[src/rtl/pad_share_pkg.sv]
package pad_share_pkg;
  localparam int PAD_NUM = 3;
  localparam int PAD_TDI = 0;
  localparam int PAD_TCK = 1;
  localparam int PAD_TDO = 2;
  localparam int IR_W    = 2;
  localparam logic [IR_W-1:0] IR_CAPTURE = 2'b01;

  typedef enum logic [3:0] {
    ST_RESET, ST_IDLE, ST_SEL_DR, ST_CAP_DR, ST_SH_DR, ST_EX1_DR, ST_PAU_DR,
    ST_EX2_DR, ST_UPD_DR, ST_SEL_IR, ST_CAP_IR, ST_SH_IR, ST_EX1_IR,
    ST_PAU_IR, ST_EX2_IR, ST_UPD_IR
  } tap_st_e;

  function automatic tap_st_e f_tap_next(tap_st_e s, logic tms);
    tap_st_e n;
    case (s)
      ST_RESET:  n = tms ? ST_RESET  : ST_IDLE;
      ST_IDLE:   n = tms ? ST_SEL_DR : ST_IDLE;
      ST_SEL_DR: n = tms ? ST_SEL_IR : ST_CAP_DR;
      ST_CAP_DR: n = tms ? ST_EX1_DR : ST_SH_DR;
      ST_SH_DR:  n = tms ? ST_EX1_DR : ST_SH_DR;
      ST_EX1_DR: n = tms ? ST_UPD_DR : ST_PAU_DR;
      ST_PAU_DR: n = tms ? ST_EX2_DR : ST_PAU_DR;
      ST_EX2_DR: n = tms ? ST_UPD_DR : ST_SH_DR;
      ST_UPD_DR: n = tms ? ST_SEL_DR : ST_IDLE;
      ST_SEL_IR: n = tms ? ST_RESET  : ST_CAP_IR;
      ST_CAP_IR: n = tms ? ST_EX1_IR : ST_SH_IR;
      ST_SH_IR:  n = tms ? ST_EX1_IR : ST_SH_IR;
      ST_EX1_IR: n = tms ? ST_UPD_IR : ST_PAU_IR;
      ST_PAU_IR: n = tms ? ST_EX2_IR : ST_PAU_IR;
      ST_EX2_IR: n = tms ? ST_UPD_IR : ST_SH_IR;
      default:   n = tms ? ST_SEL_DR : ST_IDLE;
    endcase
    return n;
  endfunction

  function automatic logic f_is_shift(tap_st_e s);
    return (s == ST_SH_DR) || (s == ST_SH_IR);
  endfunction
endpackage

[src/rtl/pad_share_sync.sv]
module pad_share_sync #(
  parameter int WIDTH  = 3,
  parameter int STAGES = 2
) (
  input  logic             clk,
  input  logic             rst_n,
  input  logic [WIDTH-1:0] d,
  output logic [WIDTH-1:0] q
);
  logic [WIDTH-1:0] stg [STAGES];

  always_ff @(posedge clk or negedge rst_n) begin
    if (!rst_n) stg[0] <= '0;
    else        stg[0] <= d;
  end

  for (genvar k = 1; k < STAGES; k++) begin : g_stage
    always_ff @(posedge clk or negedge rst_n) begin
      if (!rst_n) stg[k] <= '0;
      else        stg[k] <= stg[k-1];
    end
  end

  assign q = stg[STAGES-1];
endmodule

[src/rtl/pad_share_tap.sv]
module pad_share_tap
  import pad_share_pkg::*;
#(
  parameter int RESET_RUN = 5
) (
  input  logic    clk,
  input  logic    tap_rst_n,
  input  logic    tck_rise,
  input  logic    tck_fall,
  input  logic    tms,
  input  logic    tdi,
  output tap_st_e state,
  output logic    tdo,
  output logic    tdo_oe
);
  localparam int RUN_W = $clog2(RESET_RUN + 1);

  logic [IR_W-1:0] ir_sh;
  logic            byp;

  always_ff @(posedge clk or negedge tap_rst_n) begin
    if (!tap_rst_n) begin
      state <= ST_RESET;
      ir_sh <= '0;
      byp   <= 1'b0;
    end else if (tck_rise) begin
      if (state == ST_CAP_IR)     ir_sh <= IR_CAPTURE;
      else if (state == ST_SH_IR) ir_sh <= {tdi, ir_sh[IR_W-1:1]};
      if (state == ST_CAP_DR)     byp <= 1'b0;
      else if (state == ST_SH_DR) byp <= tdi;
      state <= f_tap_next(state, tms);
    end
  end

  always_ff @(posedge clk or negedge tap_rst_n) begin
    if (!tap_rst_n) begin
      tdo    <= 1'b0;
      tdo_oe <= 1'b0;
    end else if (tck_fall) begin
      tdo_oe <= f_is_shift(state);
      if (state == ST_SH_IR)      tdo <= ir_sh[0];
      else if (state == ST_SH_DR) tdo <= byp;
    end
  end

  // checker aid: run length of mode-select-high rising edges
  logic [RUN_W-1:0] hi_run;
  always_ff @(posedge clk or negedge tap_rst_n) begin
    if (!tap_rst_n) hi_run <= '0;
    else if (tck_rise) begin
      if (!tms)                        hi_run <= '0;
      else if (hi_run != RUN_W'(RESET_RUN)) hi_run <= hi_run + 1'b1;
    end
  end

  assert_reset_run_R6: assert property (@(posedge clk) disable iff (!tap_rst_n)
    (hi_run == RUN_W'(RESET_RUN)) |-> (state == ST_RESET));

  assert_tdo_on_fall_R7: assert property (@(posedge clk) disable iff (!tap_rst_n)
    $rose(tdo_oe) |-> $past(tck_fall));

  assert_tdo_window_R7: assert property (@(posedge clk) disable iff (!tap_rst_n)
    tdo_oe |-> (state == ST_SH_DR || state == ST_SH_IR ||
                state == ST_EX1_DR || state == ST_EX1_IR));
endmodule

[src/rtl/pad_share_mux.sv]
module pad_share_mux
  import pad_share_pkg::*;
#(
  parameter int NPADS = PAD_NUM
) (
  input  logic             in_test,
  input  logic             tdo,
  input  logic             tdo_oe,
  input  logic [NPADS-1:0] usr_oe,
  input  logic [NPADS-1:0] usr_out,
  input  logic [NPADS-1:0] pad_in,
  output logic [NPADS-1:0] pad_oe,
  output logic [NPADS-1:0] pad_out,
  output logic [NPADS-1:0] usr_in
);
  for (genvar i = 0; i < NPADS; i++) begin : g_pad
    logic t_oe, t_out;
    if (i == PAD_TDO) begin : g_drv
      assign t_oe  = tdo_oe;
      assign t_out = tdo;
    end else begin : g_rcv
      assign t_oe  = 1'b0;
      assign t_out = 1'b0;
    end
    assign pad_oe[i]  = in_test ? t_oe  : usr_oe[i];
    assign pad_out[i] = in_test ? t_out : usr_out[i];
    assign usr_in[i]  = in_test ? 1'b0  : pad_in[i];
  end
endmodule

[src/rtl/pad_share_ctrl.sv]
module pad_share_ctrl
  import pad_share_pkg::*;
#(
  parameter int SYNC_STAGES = 2,
  parameter int RESET_RUN   = 5
) (
  input  logic               clk,
  input  logic               rst_n,
  input  logic               cfg_dedicated,
  input  logic               trst_en,
  input  logic               pad_tms,
  input  logic [PAD_NUM-1:0] pad_in,
  output logic [PAD_NUM-1:0] pad_oe,
  output logic [PAD_NUM-1:0] pad_out,
  input  logic [PAD_NUM-1:0] usr_oe,
  input  logic [PAD_NUM-1:0] usr_out,
  output logic [PAD_NUM-1:0] usr_in,
  input  logic               trst_pad_in,
  output logic               trst_pad_oe,
  output logic               trst_pad_out,
  output logic               trst_pu,
  input  logic               usr_trst_oe,
  input  logic               usr_trst_out,
  output logic               usr_trst_in
);
  localparam int SW = 3;

  logic [SW-1:0] sync_q;
  logic          tck_s, tdi_s, tms_s, tck_prev;
  logic          tck_rise, tck_fall, entry_seen;
  logic          trst_act, tap_rst_n;
  logic          test_use_q, in_test;
  logic          tdo, tdo_oe;
  tap_st_e       tap_state;

  pad_share_sync #(.WIDTH(SW), .STAGES(SYNC_STAGES)) u_sync (
    .clk(clk), .rst_n(rst_n),
    .d({pad_tms, pad_in[PAD_TDI], pad_in[PAD_TCK]}),
    .q(sync_q)
  );
  assign tck_s = sync_q[0];
  assign tdi_s = sync_q[1];
  assign tms_s = sync_q[2];

  always_ff @(posedge clk or negedge rst_n) begin
    if (!rst_n) tck_prev <= 1'b0;
    else        tck_prev <= tck_s;
  end
  assign tck_rise   = tck_s & ~tck_prev;
  assign tck_fall   = ~tck_s & tck_prev;
  assign entry_seen = tck_rise & ~tms_s;

  assign trst_act  = trst_en & ~trst_pad_in;
  assign tap_rst_n = rst_n & ~trst_act;

  pad_share_tap #(.RESET_RUN(RESET_RUN)) u_tap (
    .clk(clk), .tap_rst_n(tap_rst_n), .tck_rise(tck_rise), .tck_fall(tck_fall),
    .tms(tms_s), .tdi(tdi_s), .state(tap_state), .tdo(tdo), .tdo_oe(tdo_oe)
  );

  always_ff @(posedge clk or negedge rst_n) begin
    if (!rst_n)                       test_use_q <= 1'b0;
    else if (entry_seen)              test_use_q <= 1'b1;
    else if (tap_state == ST_RESET)   test_use_q <= 1'b0;
  end
  assign in_test = cfg_dedicated | test_use_q;

  pad_share_mux #(.NPADS(PAD_NUM)) u_mux (
    .in_test(in_test), .tdo(tdo), .tdo_oe(tdo_oe),
    .usr_oe(usr_oe), .usr_out(usr_out), .pad_in(pad_in),
    .pad_oe(pad_oe), .pad_out(pad_out), .usr_in(usr_in)
  );

  assign trst_pu      = trst_en;
  assign trst_pad_oe  = trst_en ? 1'b0 : usr_trst_oe;
  assign trst_pad_out = trst_en ? 1'b0 : usr_trst_out;
  assign usr_trst_in  = trst_en ? 1'b0 : trst_pad_in;

  assert_entry_cause_R3: assert property (@(posedge clk) disable iff (!rst_n)
    $rose(test_use_q) |-> $past(entry_seen));

  assert_release_R5: assert property (@(posedge clk) disable iff (!rst_n)
    (tap_state == ST_RESET && !entry_seen) |=> !test_use_q);

  assert_trst_reset_R10: assert property (@(posedge clk) disable iff (!rst_n)
    trst_act |-> (tap_state == ST_RESET));
endmodule

[config.mk]
export PLATFORM = sky130hd
export DESIGN_NAME = pad_share_ctrl
export DESIGN_NICKNAME = d
export VERILOG_FILES = /design/src/rtl/pad_share_pkg.sv /design/src/rtl/pad_share_sync.sv /design/src/rtl/pad_share_tap.sv /design/src/rtl/pad_share_mux.sv /design/src/rtl/pad_share_ctrl.sv
export SDC_FILE = /design/constraint.sdc
export NUM_CORES = 1
export LEC_CHECK = 0
export BUFFER_PORTS_ARGS = -buffer_cell sky130_fd_sc_hd__buf_2
export CAP_MARGIN = 15
export CORE_ASPECT_RATIO = 0.8
export CORE_MARGIN = 1
export CORE_UTILIZATION = 49
export DETAILED_ROUTE_END_ITERATION = 16
export GPL_TIMING_DRIVEN = 0
export PLACE_DENSITY = 0.73
export SETUP_SLACK_MARGIN = 0.15
export SLEW_MARGIN = 20
export SYNTH_ARGS = -nofsm -noshare
export SYNTH_HDL_FRONTEND = slang
export SYNTH_SLANG_ARGS = --single-unit
export TNS_END_PERCENT = 50
[constraint.sdc]
create_clock -name clk -period 1.79 [get_ports clk]
set_input_delay 0.0895 -clock clk [delete_from_list [all_inputs] [get_ports clk]]
set_output_delay 0.0895 -clock clk [all_outputs]
set_load 0.02 [all_outputs]
==> results.yml, run 1 <==
timing:
  rsz0062_at_grt: "yes"
  fin_setup_tns_ns: 0
  layout_setup_ws_ns: 0.0727
  max_slew_margin: 0.376
  drv_slew: 0
  whs_ns: 0.0605
  skew_ns: 0.000519
  finalCriticalPeriod_ns: 1.72
  max_freq_ghz: 0.582
  setup_viol: 0
  hold_violations: 0
  fin_crit_sh: 0.959
  worst_slew_pin_slew_ns: 0.934
placed_design:
  dp.cells: 153
  portBuffers: 29
  gp_congestion: 0.895
  pre_cts_slack_ns: 0.0971
  place_hpwl_mm: 1.67
  place_area_um2: 1130
power:
  combPwrFrac: 0.505
  seq_power_share: 0.372
  leakage_nw: 0.565
  internal_power_mw: 0.926
  pwr-share-clk: 0.122
  p_sw_frac: 0.423
  powerDensity_nw_per_um2: 1330
  power_switching_mw: 0.679
  ir_drop_mv: 0.723
  power.total_mw: 1.61
global_routing:
  antenna_found_initial: 0
  grt_max_degree: 11
  grt_pass1_wl_mm: 3.77
  grt_use_total: 0.235
  grt_overflow_total: 0
  grt_pass1_vias: 907
yosys:
  syn_area_per_cell_um2: 9.43
  ys_seq_area_frac: 0.442
  ys_types: 34
  syn-num-nets: 119
  synthCells: 102
  yosysWarnings: 0
  synth_seq_cells: 17
  syn_area_um2: 962
finish:
  final_nets: 157
  num-fill-cells: 151
  fin_util: 0.702
  syn_to_final_growth_pct: 25.7
  fin_cells: 161
  drive_above_1_share: 0.309
  design_area_um2: 1210
  antenna_cells: 0
floorplan:
  dieHeight_um: 41.6
  fp-row-count: 13
  die_width_um: 51.5
  start_util: 0.558
  core-area_um2: 1720
  fp.dieArea_um2: 2150
  io_pins: 30
route:
  ant_nets: 0
  drc: 0
  avgRoutedWirePerCell_um: 13.8
  via_per_inst: 5.56
  dr.first_iter.drc_count: 36
  vias: 895
  drt-total-wl_mm: 2.23
  dr.pass1.iters: 4
clock_tree:
  cts_max_level: 1
  clkTransAtPathRegs_ns: 0.09
  clockBufferDepth: 2
  numCtsBuffers: 3
  clkLatencyLatePin_ns: 0.28
  post_cts_buffers: 0
  cts_tree: "yes"
  cts_sinks: 17
  root_buffer: "clkbuf_4"
status:
  status: "completed"
worst_hold_path:
  hold_path_class: "in2async"
worst_setup_path:
  timing.critical_path.fanout_max: 9
  critical_path_required_ns: 1.97
  critical_path.reg2reg.startpoint: "u_tap.state[0]"
  cp-start-kind: "flop"
  arrival_ns: 1.89
  path_class: "reg2reg"
  end_kind: "flop"
  crit_start: "u_tap.state[0]"
job:
  drv_cap: 0
## sequential cells by signal, indices dropped and copies added, names as in the netlist
register / count
u_sync.stg: 3
u_tap.byp: 1
u_tap.ir_sh: 2
u_tap.state: 4
test_use_q: 1
u_tap.tdo_oe: 1
u_sync.q: 3
tck_prev: 1
u_tap.tdo: 1
## layer usage
metal | vias up | global-route usage | wire length [um]
li1 | 439 | - | -
met1 | 415 | 0.277 | 941
met2 | 39 | 0.384 | 1100
met3 | 2 | 0.0989 | 172
met4 | 0 | 0.0703 | 17
met5 | - | 0 | 0
## path summary, 6_finish.rpt
path / slack, ns / to / cells after the start
worst max register to register: 0.07 / u_tap.tdo / 5
max in group asynchronous: 0.47 / u_tap.tdo_oe / 3
worst min-delay path: 0.06 / u_tap.state[3] / 3
worst max-delay path: 0.07 / u_tap.tdo / 5
min in group clk: 0.36 / u_sync.q[0] / 0
worst min register to register: 0.36 / u_sync.q[0] / 0
## cell usage after synthesis
master | number | share of area
o211ai_1 | 1 | 0.0078
o32a_1 | 2 | 0.021
nand2b_4 | 1 | 0.014
o41ai_1 | 2 | 0.018
o31ai_1 | 4 | 0.031
and3_1 | 1 | 0.0065
a32oi_1 | 1 | 0.0091
dfrtp_1 | 17 | 0.44
mux2i_1 | 1 | 0.010
a21oi_1 | 6 | 0.031
inv_1 | 5 | 0.020
o22ai_1 | 1 | 0.0065
and2_1 | 7 | 0.046
mux2_4 | 1 | 0.016
nand2b_1 | 4 | 0.026
o21ai_0 | 6 | 0.031
or3_4 | 1 | 0.012
a21boi_0 | 1 | 0.0078
clkbuf_1 | 6 | 0.023
nand3_1 | 2 | 0.010
nor2_1 | 6 | 0.023
o21ai_1 | 1 | 0.0052
a211oi_1 | 2 | 0.016
or2_2 | 1 | 0.0065
nor2b_1 | 5 | 0.033
mux2_2 | 3 | 0.035
buf_4 | 1 | 0.0078
o21a_1 | 1 | 0.0078
a31oi_1 | 2 | 0.013
nand2_1 | 5 | 0.020
nand4_1 | 1 | 0.0065
a32o_1 | 1 | 0.010
buf_6 | 1 | 0.012
nand3b_1 | 2 | 0.016
## power by group through the flow
stage | logic (mW) | clock network [mW] | registers, mW
2_1_floorplan | 0.614 | 0 | 0.564
3_3_place_gp | 0.765 | 0 | 0.591
3_5_place_dp | 0.786 | 0 | 0.596
4_1_cts | 0.798 | 0.203 | 0.590
5_1_grt | 0.904 | 0.219 | 0.608
6_report | 0.811 | 0.196 | 0.598
## critical path: stages, from the launching register on
cell,delay [ns]
dfrtp_1,0.39
buf_6,0.14
nand2b_4,0.14
o32a_1,0.29
or3_4,0.34
mux2_4,0.30
## cells in the final DEF, fill, tap and decap left out
master	instances
a32oi_1	1
mux2_4	1
nand3_1	2
and3_1	1
o21ai_1	1
nor2_4	1
a211oi_1	2
o21ai_0	6
nand2_1	5
mux2_2	3
o31ai_1	4
a21oi_1	6
and2_1	7
clkbuf_1	6
or3_4	1
dfrtp_1	17
nand3b_1	2
clkbuf_4	3
nor2b_1	5
buf_4	1
buf_2	29
buf_6	1
or2_2	1
nand4_1	1
nand2b_1	4
nor2_1	5
o32a_1	2
a21boi_1	1
clkinv_2	1
o211ai_1	1
o21a_1	1
inv_1	5
a32o_1	1
nand2b_4	1
o22ai_1	1
dlygate4sd3_1	4
a31oi_1	2
o41ai_1	2
mux2i_1	1
## cell type report
cell class | count | area [um2] | share of cell area
multi-input cells | 72 | 484 | 0.400
clock buffers | 3 | 22.5 | 0.0186
inverters | 5 | 18.8 | 0.0155
plain buffers | 8 | 41.3 | 0.0341
clock inverters | 1 | 5.00 | 0.00414
repair buffers | 33 | 185 | 0.153
well taps | 22 | 27.5 | 0.0228
flip-flops and latches | 17 | 425 | 0.352
## cells by family (layout without fill, tap and decap cells)
group,after synthesis,in the layout,synth area share
compound gates,31,31,0.216
buf+inv,13,50,0.0624
flops,17,17,0.442
mux,5,5,0.0611
simple gates,36,36,0.218
## what timing repair did
action	CTS	global route
endpoints found under the hold margin	11	0
setup endpoints to repair	3	5
hold buffers	4	0
pin swaps	0	0
resized for setup	1	1
Power figures use the tool's default switching activity.
==> inputs of run 2 (changes only) <==
- GPL_ROUTABILITY_DRIVEN: default -> 0
- RECOVER_POWER: default -> 25
- SKIP_CTS_REPAIR_TIMING: default -> 1
==> results.yml, run 2 (synthesis results as in run 1) <==
status:
  status: "completed"
worst_setup_path:
  worst_path_largest_cell_delay_ns: 0.39
  end_kind: "flop"
  critical_path_required_ns: 1.97
  path_class: "reg2reg"
  cp_slowest_cell: "dfrtp_1"
  timing.critical_path.fanout_max: 7
  crit_chain: "buf_6, nand2b_4, o32a_1, or3_4, mux2_4"
  arrival_ns: 1.88
  cp-start-kind: "flop"
route:
  ant_nets: 0
  avgRoutedWirePerCell_um: 13.8
  drt-total-wl_mm: 2.25
  drc: 0
  via_per_inst: 5.59
  dr.first_iter.drc_count: 18
  vias: 911
  dr.pass1.iters: 4
worst_hold_path:
  hold_path_class: "in2async"
clock_tree:
  clkTransAtPathRegs_ns: 0.09
  cts_max_level: 1
  root_buffer: "clkbuf_4"
  cts_sinks: 17
  numCtsBuffers: 3
  clockBufferDepth: 2
  cts_tree: "yes"
  clkLatencyLatePin_ns: 0.28
finish:
  seqCellArea_um2: 425
  syn_to_final_growth_pct: 27.3
  fin_cells: 163
  final_common_cell: "buf_2"
  num-fill-cells: 149
  final_cell_mix: "buf_2, dfrtp_1, and2_1"
  top_register: "u_tap.state"
  antenna_cells: 0
  drive_above_1_share: 0.319
  final_nets: 159
  multi_input_area_um2: 484
  largest_reg_flops: 4
global_routing:
  grt_busiest_layer: "met2"
  grt_pass1_vias: 850
  global_route.usage.met2: 0.351
  grt_use_met3: 0.0989
  grt_use_met1: 0.282
  grt_use_total: 0.226
  grt_max_degree: 11
  antenna_found_initial: 0
  grt_overflow_total: 0
  grt_pass1_wl_mm: 3.61
floorplan:
  start_util: 0.558
  core-area_um2: 1720
  fp-row-count: 13
  fp.dieArea_um2: 2150
  io_pins: 30
  die_width_um: 51.5
  dieHeight_um: 41.6
placed_design:
  place_hpwl_mm: 1.67
  dp.cells: 153
  portBuffers: 29
timing:
  fin_setup_tns_ns: 0
  worst_slew_pin_slew_ns: 0.936
  fin_crit_sh: 0.953
  max_freq_ghz: 0.586
  rsz0062_at_grt: "yes"
  max_slew_margin: 0.375
  finalCriticalPeriod_ns: 1.71
  setup_viol: 0
  drv_slew: 0
  skew_ns: 0.00183
  hold_violations: 0
power:
  powerDensity_nw_per_um2: 1340
  ir_drop_mv: 0.720
  leakage_nw: 0.575
job:
  drv_cap: 0
-- run 2: cell types whose count changed in the layout (fill, tap and decap cells not counted), sizes merged --
cell  before  now
buf       31   33
-- run 2: per-layer routing --
metal | vias to the layer above | wire length (um)
li1 | 442 | -
met1 | 415 | 926
met2 | 52 | 1120
met3 | 2 | 182
met4 | 0 | 18
met5 | - | 0
-- run 2: final timing paths --
check	start	endpoint	slack [ns]	depth (start not counted)
min	trst_pad_in	u_tap.ir_sh[0]	0.06	3
max reg2reg	u_tap.state[0]	u_tap.tdo	0.08	5
max	u_tap.state[0]	u_tap.tdo	0.08	5
max in group asynchronous	rst_n	u_tap.state[3]	0.47	3
min reg2reg	u_sync.stg[3]	u_sync.q[0]	0.36	0
min in group clk	u_sync.stg[3]	u_sync.q[0]	0.36	0
-- run 2: cell type report --
class | instances | share of cell area
Tap cell | 22 | 0.0225
Buffer | 8 | 0.0337
Multi-Input combinational cell | 72 | 0.395
Clock buffer | 3 | 0.0184
Sequential cell | 17 | 0.347
Clock inverter | 1 | 0.00409
Inverter | 5 | 0.0153
Timing Repair Buffer | 35 | 0.163
-- run 2: power breakdown --
| part | internal, mW | total (mW) | switching [mW] | leakage, nW |
|---|---|---|---|---|
| registers | 0.491 | 0.595 | 0.104 | 0.212 |
| logic | 0.377 | 0.847 | 0.469 | 0.345 |
| clock network | 0.0830 | 0.196 | 0.113 | 0.0177 |
-- run 2: stage by stage --
| stage | utilization | hold slack (ns) | worst slack (ns) | instance area (um2) | power, mW |
|---|---|---|---|---|---|
| after floorplan | - | -0.206 | 0.159 | 962 | 1.18 |
| after global placement | 0.658 | -0.0618 | 0.107 | 1130 | 1.36 |
| after detailed placement | 0.658 | -0.0581 | 0.0971 | 1130 | 1.38 |
| after CTS | 0.674 | -0.373 | 0.0537 | 1160 | 1.58 |
| after global routing | 0.710 | 0.130 | 0.0357 | 1220 | 1.77 |
| final | 0.710 | 0.0648 | 0.0835 | 1220 | 1.64 |
-- run 2: worst max-delay path, delay by kind of cell (launching register included) --
kind | cells | cell delay (ns)
simple gates | 2 | 0.48
compound gates | 1 | 0.30
mux | 1 | 0.30
flops | 1 | 0.39
buf+inv | 1 | 0.13
